`config.mk`:
```
export PLATFORM = sky130hd
export DESIGN_NAME = cal_alarm_unit
export DESIGN_NICKNAME = d
export VERILOG_FILES = /design/src/rtl/cal_alarm_pkg.sv /design/src/rtl/alarm_commit_ctl.sv /design/src/rtl/alarm_regfile.sv /design/src/rtl/alarm_match.sv /design/src/rtl/cal_alarm_unit.sv
export SDC_FILE = /design/constraint.sdc
export NUM_CORES = 1
export LEC_CHECK = 0
export CORE_MARGIN = 5
export CORE_UTILIZATION = 60
export CTS_CLUSTER_DIAMETER = 150
export DETAILED_ROUTE_END_ITERATION = 8
export DONT_BUFFER_PORTS = 1
export PLACE_DENSITY = 0.77
export RECOVER_POWER = 50
export SKIP_CTS_REPAIR_TIMING = 1
export SLEW_MARGIN = 5
export SYNTH_ARGS = -nofsm -noshare
export SYNTH_HDL_FRONTEND = slang
export SYNTH_SLANG_ARGS = --single-unit
```
`constraint.sdc`:
```
create_clock -name clk -period 3.7 [get_ports clk]
set_input_delay 0.37 -clock clk [delete_from_list [all_inputs] [get_ports clk]]
set_output_delay 0.37 -clock clk [all_outputs]
set_load 0.005 [all_outputs]
```
`src/rtl/cal_alarm_pkg.sv`:
```
package cal_alarm_pkg;
  localparam int NFLD = 7;
  localparam int RW   = 16;

  typedef logic [RW-1:0] word_t;

  // Register byte addresses
  localparam int A_CTRL   = 'h00;
  localparam int A_STAT   = 'h02;
  localparam int A_ENA    = 'h04;
  localparam int A_MASK   = 'h08;
  localparam int A_ALM0   = 'h18;
  localparam int A_PEND   = 'h2E;
  localparam int A_COMMIT = 'h3C;

  // Bit positions
  localparam int B_BUSY = 6;
  localparam int B_HIT  = 0;
  localparam int B_LP   = 3;
  localparam int B_EN   = 0;
  localparam int B_OS   = 2;
  localparam int B_PEND = 4;
  localparam int B_DOW  = 4;

  // Compared width of each calendar field, index = slot order
  function automatic int fld_width(input int idx);
    case (idx)
      0: return 6;
      1: return 6;
      2: return 5;
      3: return 5;
      4: return 3;
      5: return 4;
      default: return 7;
    endcase
  endfunction
endpackage

```
`src/rtl/alarm_commit_ctl.sv`:
```
module alarm_commit_ctl #(
  parameter int COMMIT_CYC = 4
) (
  input  logic clk,
  input  logic rst,
  input  logic start,
  output logic busy,
  output logic apply
);
  localparam int CW = $clog2(COMMIT_CYC + 1);

  logic [CW-1:0] cnt;

  always_ff @(posedge clk) begin
    if (rst) begin
      cnt <= '0;
    end else if (cnt == '0) begin
      if (start) cnt <= CW'(COMMIT_CYC);
    end else begin
      cnt <= cnt - 1'b1;
    end
  end

  assign busy  = (cnt != '0);
  assign apply = (cnt == CW'(1));
endmodule

```
`src/rtl/alarm_regfile.sv`:
```
module alarm_regfile
  import cal_alarm_pkg::*;
#(
  parameter int AW = 8
) (
  input  logic                     clk,
  input  logic                     rst,
  input  logic                     wr_en,
  input  logic [AW-1:0]            wr_addr,
  input  word_t                    wr_data,
  input  logic                     apply,
  input  logic                     os_fire,
  output logic [NFLD-1:0][RW-1:0]  act_fld,
  output logic [NFLD-1:0]          act_mask,
  output logic                     act_en,
  output logic                     act_os
);
  localparam logic [NFLD-1:0] MASK_RST = NFLD'(1 << B_DOW);

  logic [NFLD-1:0][RW-1:0] sh_fld;
  logic [NFLD-1:0]         sh_mask;
  logic                    sh_en;
  logic                    sh_os;
  logic [NFLD-1:0]         fsel;
  logic                    mask_sel;
  logic                    ena_sel;

  genvar gi;
  generate
    for (gi = 0; gi < NFLD; gi++) begin : g_sel
      assign fsel[gi] = wr_en && (wr_addr == AW'(A_ALM0 + 2 * gi));
    end
  endgenerate

  assign mask_sel = wr_en && (wr_addr == AW'(A_MASK));
  assign ena_sel  = wr_en && (wr_addr == AW'(A_ENA));

  // Alarm field slots: shadow, then active on commit
  always_ff @(posedge clk) begin
    if (rst) begin
      sh_fld  <= '0;
      act_fld <= '0;
    end else begin
      for (int i = 0; i < NFLD; i++) begin
        if (fsel[i]) sh_fld[i] <= wr_data;
        if (apply)   act_fld[i] <= sh_fld[i];
      end
    end
  end

  // Ignore mask and enable bits
  always_ff @(posedge clk) begin
    if (rst) begin
      sh_mask  <= MASK_RST;
      act_mask <= MASK_RST;
      sh_en    <= 1'b0;
      sh_os    <= 1'b0;
      act_en   <= 1'b0;
      act_os   <= 1'b0;
    end else begin
      if (mask_sel) sh_mask <= wr_data[NFLD-1:0];
      if (ena_sel) begin
        sh_en <= wr_data[B_EN];
        sh_os <= wr_data[B_OS];
      end
      if (apply) begin
        act_mask <= sh_mask;
        act_en   <= sh_en;
        act_os   <= sh_os;
      end
      // one-shot disarm wins over any same-cycle update
      if (os_fire) begin
        act_en <= 1'b0;
        sh_en  <= 1'b0;
      end
    end
  end
endmodule

```
`src/rtl/alarm_match.sv`:
```
module alarm_match
  import cal_alarm_pkg::*;
(
  input  logic [NFLD-1:0][RW-1:0] live,
  input  logic [NFLD-1:0][RW-1:0] alm,
  input  logic [NFLD-1:0]         ign,
  output logic                    match
);
  logic [NFLD-1:0] eq;

  genvar gi;
  generate
    for (gi = 0; gi < NFLD; gi++) begin : g_cmp
      localparam int    FW = fld_width(gi);
      localparam word_t WM = word_t'((1 << FW) - 1);
      assign eq[gi] = ign[gi] | (((live[gi] ^ alm[gi]) & WM) == '0);
    end
  endgenerate

  assign match = &eq;
endmodule

```
`src/rtl/cal_alarm_unit.sv`:
```
module cal_alarm_unit
  import cal_alarm_pkg::*;
#(
  parameter int AW          = 8,
  parameter int COMMIT_CYC  = 4,
  parameter bit CLR_ON_READ = 1'b0
) (
  input  logic          clk,
  input  logic          rst,
  input  logic          reg_we,
  input  logic          reg_re,
  input  logic [AW-1:0] reg_addr,
  input  logic [15:0]   reg_wdata,
  output logic [15:0]   reg_rdata,
  input  logic          sec_tick,
  input  logic          lp_evt,
  input  logic [5:0]    cur_sec,
  input  logic [5:0]    cur_min,
  input  logic [4:0]    cur_hour,
  input  logic [4:0]    cur_dom,
  input  logic [2:0]    cur_dow,
  input  logic [3:0]    cur_mon,
  input  logic [6:0]    cur_year,
  output logic          alarm_irq
);
  logic [NFLD-1:0][RW-1:0] live;
  logic [NFLD-1:0][RW-1:0] act_fld;
  logic [NFLD-1:0]         act_mask;
  logic                    act_en;
  logic                    act_os;
  logic                    commit_busy;
  logic                    commit_apply;
  logic                    commit_req;
  logic                    fld_match;
  logic                    hit_now;
  logic                    os_fire;
  logic                    stat_hit;
  logic                    stat_lp;
  logic                    pend_q;
  logic                    clr_hit;
  logic                    clr_lp;
  logic                    pend_clr;
  word_t                   rd_mux;

  assign live = {RW'(cur_year), RW'(cur_mon), RW'(cur_dow), RW'(cur_dom),
                 RW'(cur_hour), RW'(cur_min), RW'(cur_sec)};

  assign commit_req = reg_we && (reg_addr == AW'(A_COMMIT)) && reg_wdata[0];

  alarm_commit_ctl #(.COMMIT_CYC(COMMIT_CYC)) u_commit (
    .clk   (clk),
    .rst   (rst),
    .start (commit_req),
    .busy  (commit_busy),
    .apply (commit_apply)
  );

  alarm_regfile #(.AW(AW)) u_regs (
    .clk      (clk),
    .rst      (rst),
    .wr_en    (reg_we),
    .wr_addr  (reg_addr),
    .wr_data  (reg_wdata),
    .apply    (commit_apply),
    .os_fire  (os_fire),
    .act_fld  (act_fld),
    .act_mask (act_mask),
    .act_en   (act_en),
    .act_os   (act_os)
  );

  alarm_match u_match (
    .live  (live),
    .alm   (act_fld),
    .ign   (act_mask),
    .match (fld_match)
  );

  assign hit_now = sec_tick && act_en && fld_match;
  assign os_fire = hit_now && act_os;

  // Status clear policy picked by parameter
  generate
    if (CLR_ON_READ) begin : g_rc
      logic stat_rd;
      logic unused_wclr;
      assign stat_rd     = reg_re && (reg_addr == AW'(A_STAT));
      assign clr_hit     = stat_rd;
      assign clr_lp      = stat_rd;
      assign unused_wclr = reg_wdata[B_LP];
    end else begin : g_w1c
      logic stat_wr;
      assign stat_wr = reg_we && (reg_addr == AW'(A_STAT));
      assign clr_hit = stat_wr && reg_wdata[B_HIT];
      assign clr_lp  = stat_wr && reg_wdata[B_LP];
    end
  endgenerate

  assign pend_clr = reg_we && (reg_addr == AW'(A_PEND)) && reg_wdata[B_PEND];

  // Status and pending flags; a new event wins over a clear
  always_ff @(posedge clk) begin
    if (rst) begin
      stat_hit <= 1'b0;
      stat_lp  <= 1'b0;
      pend_q   <= 1'b0;
    end else begin
      if (hit_now)      stat_hit <= 1'b1;
      else if (clr_hit) stat_hit <= 1'b0;
      if (lp_evt)       stat_lp  <= 1'b1;
      else if (clr_lp)  stat_lp  <= 1'b0;
      if (hit_now)       pend_q  <= 1'b1;
      else if (pend_clr) pend_q  <= 1'b0;
    end
  end

  assign alarm_irq = stat_hit;

  // Read multiplexer
  always_comb begin
    rd_mux = '0;
    if (reg_addr == AW'(A_CTRL))  rd_mux[B_BUSY] = commit_busy;
    if (reg_addr == AW'(A_STAT)) begin
      rd_mux[B_HIT] = stat_hit;
      rd_mux[B_LP]  = stat_lp;
    end
    if (reg_addr == AW'(A_ENA)) begin
      rd_mux[B_EN] = act_en;
      rd_mux[B_OS] = act_os;
    end
    if (reg_addr == AW'(A_MASK))  rd_mux[NFLD-1:0] = act_mask;
    if (reg_addr == AW'(A_PEND))  rd_mux[B_PEND] = pend_q;
    for (int i = 0; i < NFLD; i++) begin
      if (reg_addr == AW'(A_ALM0 + 2 * i)) rd_mux = act_fld[i];
    end
  end

  always_ff @(posedge clk) begin
    if (rst)         reg_rdata <= '0;
    else if (reg_re) reg_rdata <= rd_mux;
  end
endmodule

```
# After elaboration in Yosys (flattened, before gate mapping)
# Index checks and enable logic that the tools add are counted.
[op_classes] bitwise_logic=14 muxes=22 reduce_logical=34 n_eq_ne=14 n_addsub=1
[ops] op="$logic_not 16->1" n=7
[ops] op="$mux 16" n=7
[ops] op="$eq 8x6->1 const B" n=5
[ops] op="$eq 8x5->1 const B" n=4
[ops] op="$logic_and 1x1->1" n=19
[ops] op="$mux 1" n=12
[ops] op="$xor 6x6->6" n=2
[ops] op="$xor 5x5->5" n=2
[ops] op="$eq 8x2->1 const B" n=1
[ops] op="$eq 8x3->1 const B" n=1
[ops] op="$eq 8x4->1 const B" n=1
[ops] op="$logic_not 8->1" n=1
[ops] op="$mux 7" n=1
[ops] op="$or 1x1->1" n=7
[ops] op="$reduce_and 7->1" n=1
[ops] op="$xor 7x7->7" n=1
[ops] op="$mux 3" n=2
[ops] op="$reduce_bool 2->1" n=3
[ops] op="$xor 4x4->4" n=1
[ops] op="$eq 3x1->1 const B" n=1
[ops] op="$logic_not 3->1" n=1
[ops] op="$reduce_bool 3->1" n=1
[ops] op="$sub 3x1->3 const B" n=1
[ops] op="$xor 3x3->3" n=1
[ops] op="2 further kinds" n=2
[word_totals] ff_bits=264

# Longest topological paths before layout
[depth] word_depth=12 ltp_mapped=9 ltp_nobuf=5

# Cells and area by module
# A second synthesis with hierarchy kept.
[unflattened] cells_unflattened=1188 area_unflattened_um2=11850.1
[modules_own_cells] module="alarm_regfile" n_inst=1 seq_area_each_um2=4844.6 area_each_um2=9142.5 cells_each=822
[modules_own_cells] module="cal_alarm_unit" n_inst=1 seq_area_each_um2=380.4 area_each_um2=2168.3 cells_each=303
[modules_own_cells] module="alarm_match" n_inst=1 seq_area_each_um2=0.0 area_each_um2=419.2 cells_each=50
[modules_own_cells] module="alarm_commit_ctl" n_inst=1 seq_area_each_um2=60.1 area_each_um2=120.1 cells_each=13

# Worst setup path after synthesis
# OpenSTA, ideal clock, no wires.
[synth_path] path_type="input -> register" from="input port reg_addr[4]" to="register u_regs.sh_fld[21] (netlist bit)" slack_ns=1.571 arrival_time_ns=1.997 path_stages=8 path_buffers=3 path_cell_list="buf_4 > or4b_1 > buf_2 > nor4b_4 > nand2_2 > buf_2 > nand2_1 > a21oi_1"
[synth_between] elab_chain_cells=2
[synth_rtl] element="start: declaration" line_no="cal_alarm_unit.sv:12" text="input logic [AW-1:0] reg_addr,"
[synth_rtl] element="$eq 8x5->1" line_no="alarm_regfile.sv:31" text="assign fsel[gi] = wr_en && (wr_addr == AW'(A_ALM0 + 2 * gi));"
[synth_rtl] element="$logic_and 1x1->1" line_no="alarm_regfile.sv:31"
[synth_rtl] element="end signal: indexed assignment" line_no="alarm_regfile.sv:45" text="if (fsel[i]) sh_fld[i] <= wr_data;"
[synth_rtl] element="end: declaration" line_no="alarm_regfile.sv:20" text="logic [NFLD-1:0][RW-1:0] sh_fld;"
# No other way between the ends.
# A chain may end at the register's enable or synchronous reset.

# Worst setup path after layout
[layout_path] from="input port reg_addr[1]" to="register u_regs.sh_fld[8] (netlist bit)"
# Same word-level chain as after synthesis.

==> impl_metrics.tcl <==
set metrics [dict create \
    internal_power_mw 4.635 \
    postSynthAreaPerCell_um2 7.735 \
    slew-limit-headroom_pct -51.64 \
    clk_latency_ps 530 \
    irDropWorstVdd_v 0.0003745 \
    violations "negative hold slack, max-capacitance violations, max-slew violations" \
    worstSetupPathType "in2reg" \
    rrSetupSlack_ps 1000 \
    core.rowCount 50 \
    yosysTopAreaCell "dfxtp_1" \
    reg2reg_from "u_commit.cnt[2]$_SDFFE_PP0P_" \
    yosys-top-cells-area "dfxtp_1, nand2_1, a21oi_1" \
    final_cell_area_um2 12300 \
    dpl_cell_area_um2 11120 \
    hold_viol 27 \
    wl_per_cell_um 21.41 \
    yosysWarningCount 0 \
    port_buffers 0 \
    vias_per_cell 6.202 \
    path_max_fanout 49 \
    async_reset_ff_share_pct 0 \
    layout_commonest_cell "nand2_1" \
    whs_path_depth 2 \
    cts_htree_levels 1 \
    critPathMaxStageDelay_ps 1760 \
    seqPwrFrac_pct 48.5 \
    switching_share_pct 21.17 \
    holdCritStartpoint "lp_evt" \
    status "finished with violations" \
    setup_viol 0 \
    cts_tree "built" \
    powerDensity_nw_per_um2 478.0 \
    grt_pass1_wl_um 51290 \
    power_frac_clock_pct 48.0 \
    io_pins 83 \
    critPathRequiredTime_ps 4150 \
    grt_start_max_net_pins 260 \
    crit_chain "or4b_2, nor3_1, nand2_1, a21oi_1" \
    mostFrequentLayoutCells "nand2_1, dfxtp_1, a21oi_1" \
    clk_transition_reported_paths_ps 60 \
    clock_path_buffers 3 \
    comb_power_share_pct 3.5 \
    synth_top_cell_area_share_pct 47.22 \
    gp_congestion 0.8760 \
    die_w_um 146.6 \
    fillerInstances 1588 \
    grt_pass1_vias 9171 \
    synth_cells 1447 \
    holdPathEnd "stat_lp$_SDFFE_PP0P_" \
    reg2regPathDepth 5 \
    gr-total-overflow 0 \
    drt_wl_total_um 35340 \
    root_buffer "clkbuf_16" \
    grt_use_met2_pct 46.42 \
    numClockSinks 264 \
    drive_gt1_share_pct 4.732 \
    placed_cells 1576 \
    die-area_um2 21480 \
    worst_clock_skew_ps 11.30 \
    grt_use_total_pct 29.86 \
    syn_nets 1513 \
    synth_edf_count 0 \
    ant_nets 0 \
    core-area_um2 18520 \
    firstDrtPassIters 6 \
    antenna_found_initial 3 \
    syn2layout_area_growth_pct 9.927 \
    switching_power_mw 1.245 \
    fmax_mhz 363.0 \
    slowest_stage "nor3_1" \
    vias 10240 \
    min_period_ps 2755 \
    fin_ws_ps 945.2 \
    rsz0062_at_grt "false" \
    grt_use_met3_pct 8.970 \
    r2r_end "u_regs.act_fld[73]$_SDFFE_PP0P_" \
    drv_slew 96 \
    gr-max-usage-layer "met2" \
    syn_area_um2 11190 \
    pre_cts_ws_ps 1107 \
    die_h_um 146.6 \
    max-cap-violations 2 \
    cp-start-kind "input port" \
    synth.distinct_cells 61 \
    tightestPinTransition_ps 2257 \
    start_util_pct 60.44 \
    place_hpwl_um 21590 \
    fin_hold_ws_ps -28.79 \
    ys_seq_area_share_pct 47.22 \
    global_route.usage.met1_pct 38.67 \
    endpoint_kind "flop" \
    finalSetupTns_ps 0 \
    drc_errors 0 \
    finalNonFillerCells 1651 \
    fin_nets 1463 \
    post-route-period-util_pct 74.45 \
    min_path_type "in2reg" \
    cp.arrival_ps 3210 \
    p_leak_nw 3.996 \
    cts_made_buffers 27 \
    drtIter0Drc 1313 \
    ys_seq_elements 264 \
    yosys_most_used_dff "dfxtp_1" \
]
==> stage by stage <==
step	total power, mW	util, %	hold WS (ps)
final	5.880	66.44	-28.79
after global placement	3.018	60.03	433.6
after global routing	6.038	66.44	0.2433
after CTS	5.799	64.97	-82.87
after detailed placement	3.021	60.03	436.7
after floorplan	3.069	-	431.5
==> worst max-delay path, delay by kind of cell <==
family,cells,cell delay [ps]
and+or+nand+nor,3,2600
AOI/OAI and AO/OA,1,230
==> power by group through the flow <==
stage	clock (mW)	combinational [mW]	sequential, mW
after floorplan	0	0.154	2.92
after global placement	0	0.101	2.92
after global routing	2.97	0.214	2.85
after CTS	2.84	0.104	2.85
final	2.82	0.205	2.85
after detailed placement	0	0.103	2.92
==> flip-flops by register name, indices dropped and copies added, names as in the netlist <==
name,flops
u_commit.cnt,3
u_regs.act_en,1
u_regs.sh_mask,7
reg_rdata,16
u_regs.act_os,1
u_regs.sh_en,1
alarm_irq,1
pend_q,1
u_regs.sh_fld,112
u_regs.sh_os,1
u_regs.act_mask,7
u_regs.act_fld,112
stat_lp,1
==> area by class of cell <==
class	count	area [um2]	share of cell area [%]
multi-input combinational	1061	5410	43.97
tap	234	292.8	2.380
clock inverter	9	145.1	1.180
clock buffer	39	770.7	6.265
sequential	264	5285	42.96
inverter	5	18.77	0.1525
antenna	1	2.502	0.02034
timing repair buffer	38	377.9	3.071
==> logic make-up (layout without fill, tap and decap cells) <==
kind of cell           Yosys count  in the layout  share of synthesized area, %
multiplexers                    24             24                         2.169
AO/OA/AOI/OAI                  370            370                         19.12
other                            0              1                             0
flip-flops                     264            264                         47.22
buffers and inverters          122             91                         4.360
AND/OR/NAND/NOR                631            631                         24.32
XOR/XNOR                        36             36                         2.817
==> metal layers <==
| metal | share of wire, % | vias up |
|---|---|---|
| li1 | - | 4827 |
| met3 | 11 | 113 |
| met2 | 45 | 511 |
| met4 | 4.9 | 2 |
| met5 | 0.037 | - |
| met1 | 39 | 4786 |
==> Yosys cell counts, types with 5 or more instances <==
cell type and count:
nor2_1 31, a22oi_1 9, o21ai_0 26, nand2_1 480
a211oi_1 18, xor2_1 22, buf_2 14, nand4_1 9
o21a_1 8, a21oi_1 244, o22ai_1 7, buf_1 8
nand3b_1 16, a221o_1 10, xnor2_1 14, dfxtp_1 264
and2_1 6, inv_1 5, nand3_1 25, mux2i_1 22
a31oi_1 7, nor4_1 7, nor3_1 25, o211ai_1 12
clkbuf_1 91
==> worst max-delay path by stage <==
| stage | startpoint | to | slack, ps | cells after the start |
|---|---|---|---|---|
| final | reg_addr[1] | u_regs.sh_fld[8]$_SDFFE_PP0P_ | 950 | 4 |
| after global routing | reg_addr[1] | u_regs.sh_fld[8]$_SDFFE_PP0P_ | 780 | 4 |
| after CTS | u_commit.cnt[2]$_SDFFE_PP0P_ | u_regs.act_fld[73]$_SDFFE_PP0P_ | 1530 | 5 |
| after detailed placement | reg_addr[5] | u_regs.sh_fld[49]$_SDFFE_PP0P_ | 1110 | 6 |
| after global placement | reg_addr[5] | u_regs.sh_fld[49]$_SDFFE_PP0P_ | 1160 | 6 |
| after floorplan | reg_addr[4] | u_regs.sh_fld[21]$_SDFFE_PP0P_ | 1570 | 8 |
No activity file was read; power rests on OpenSTA's default activity.
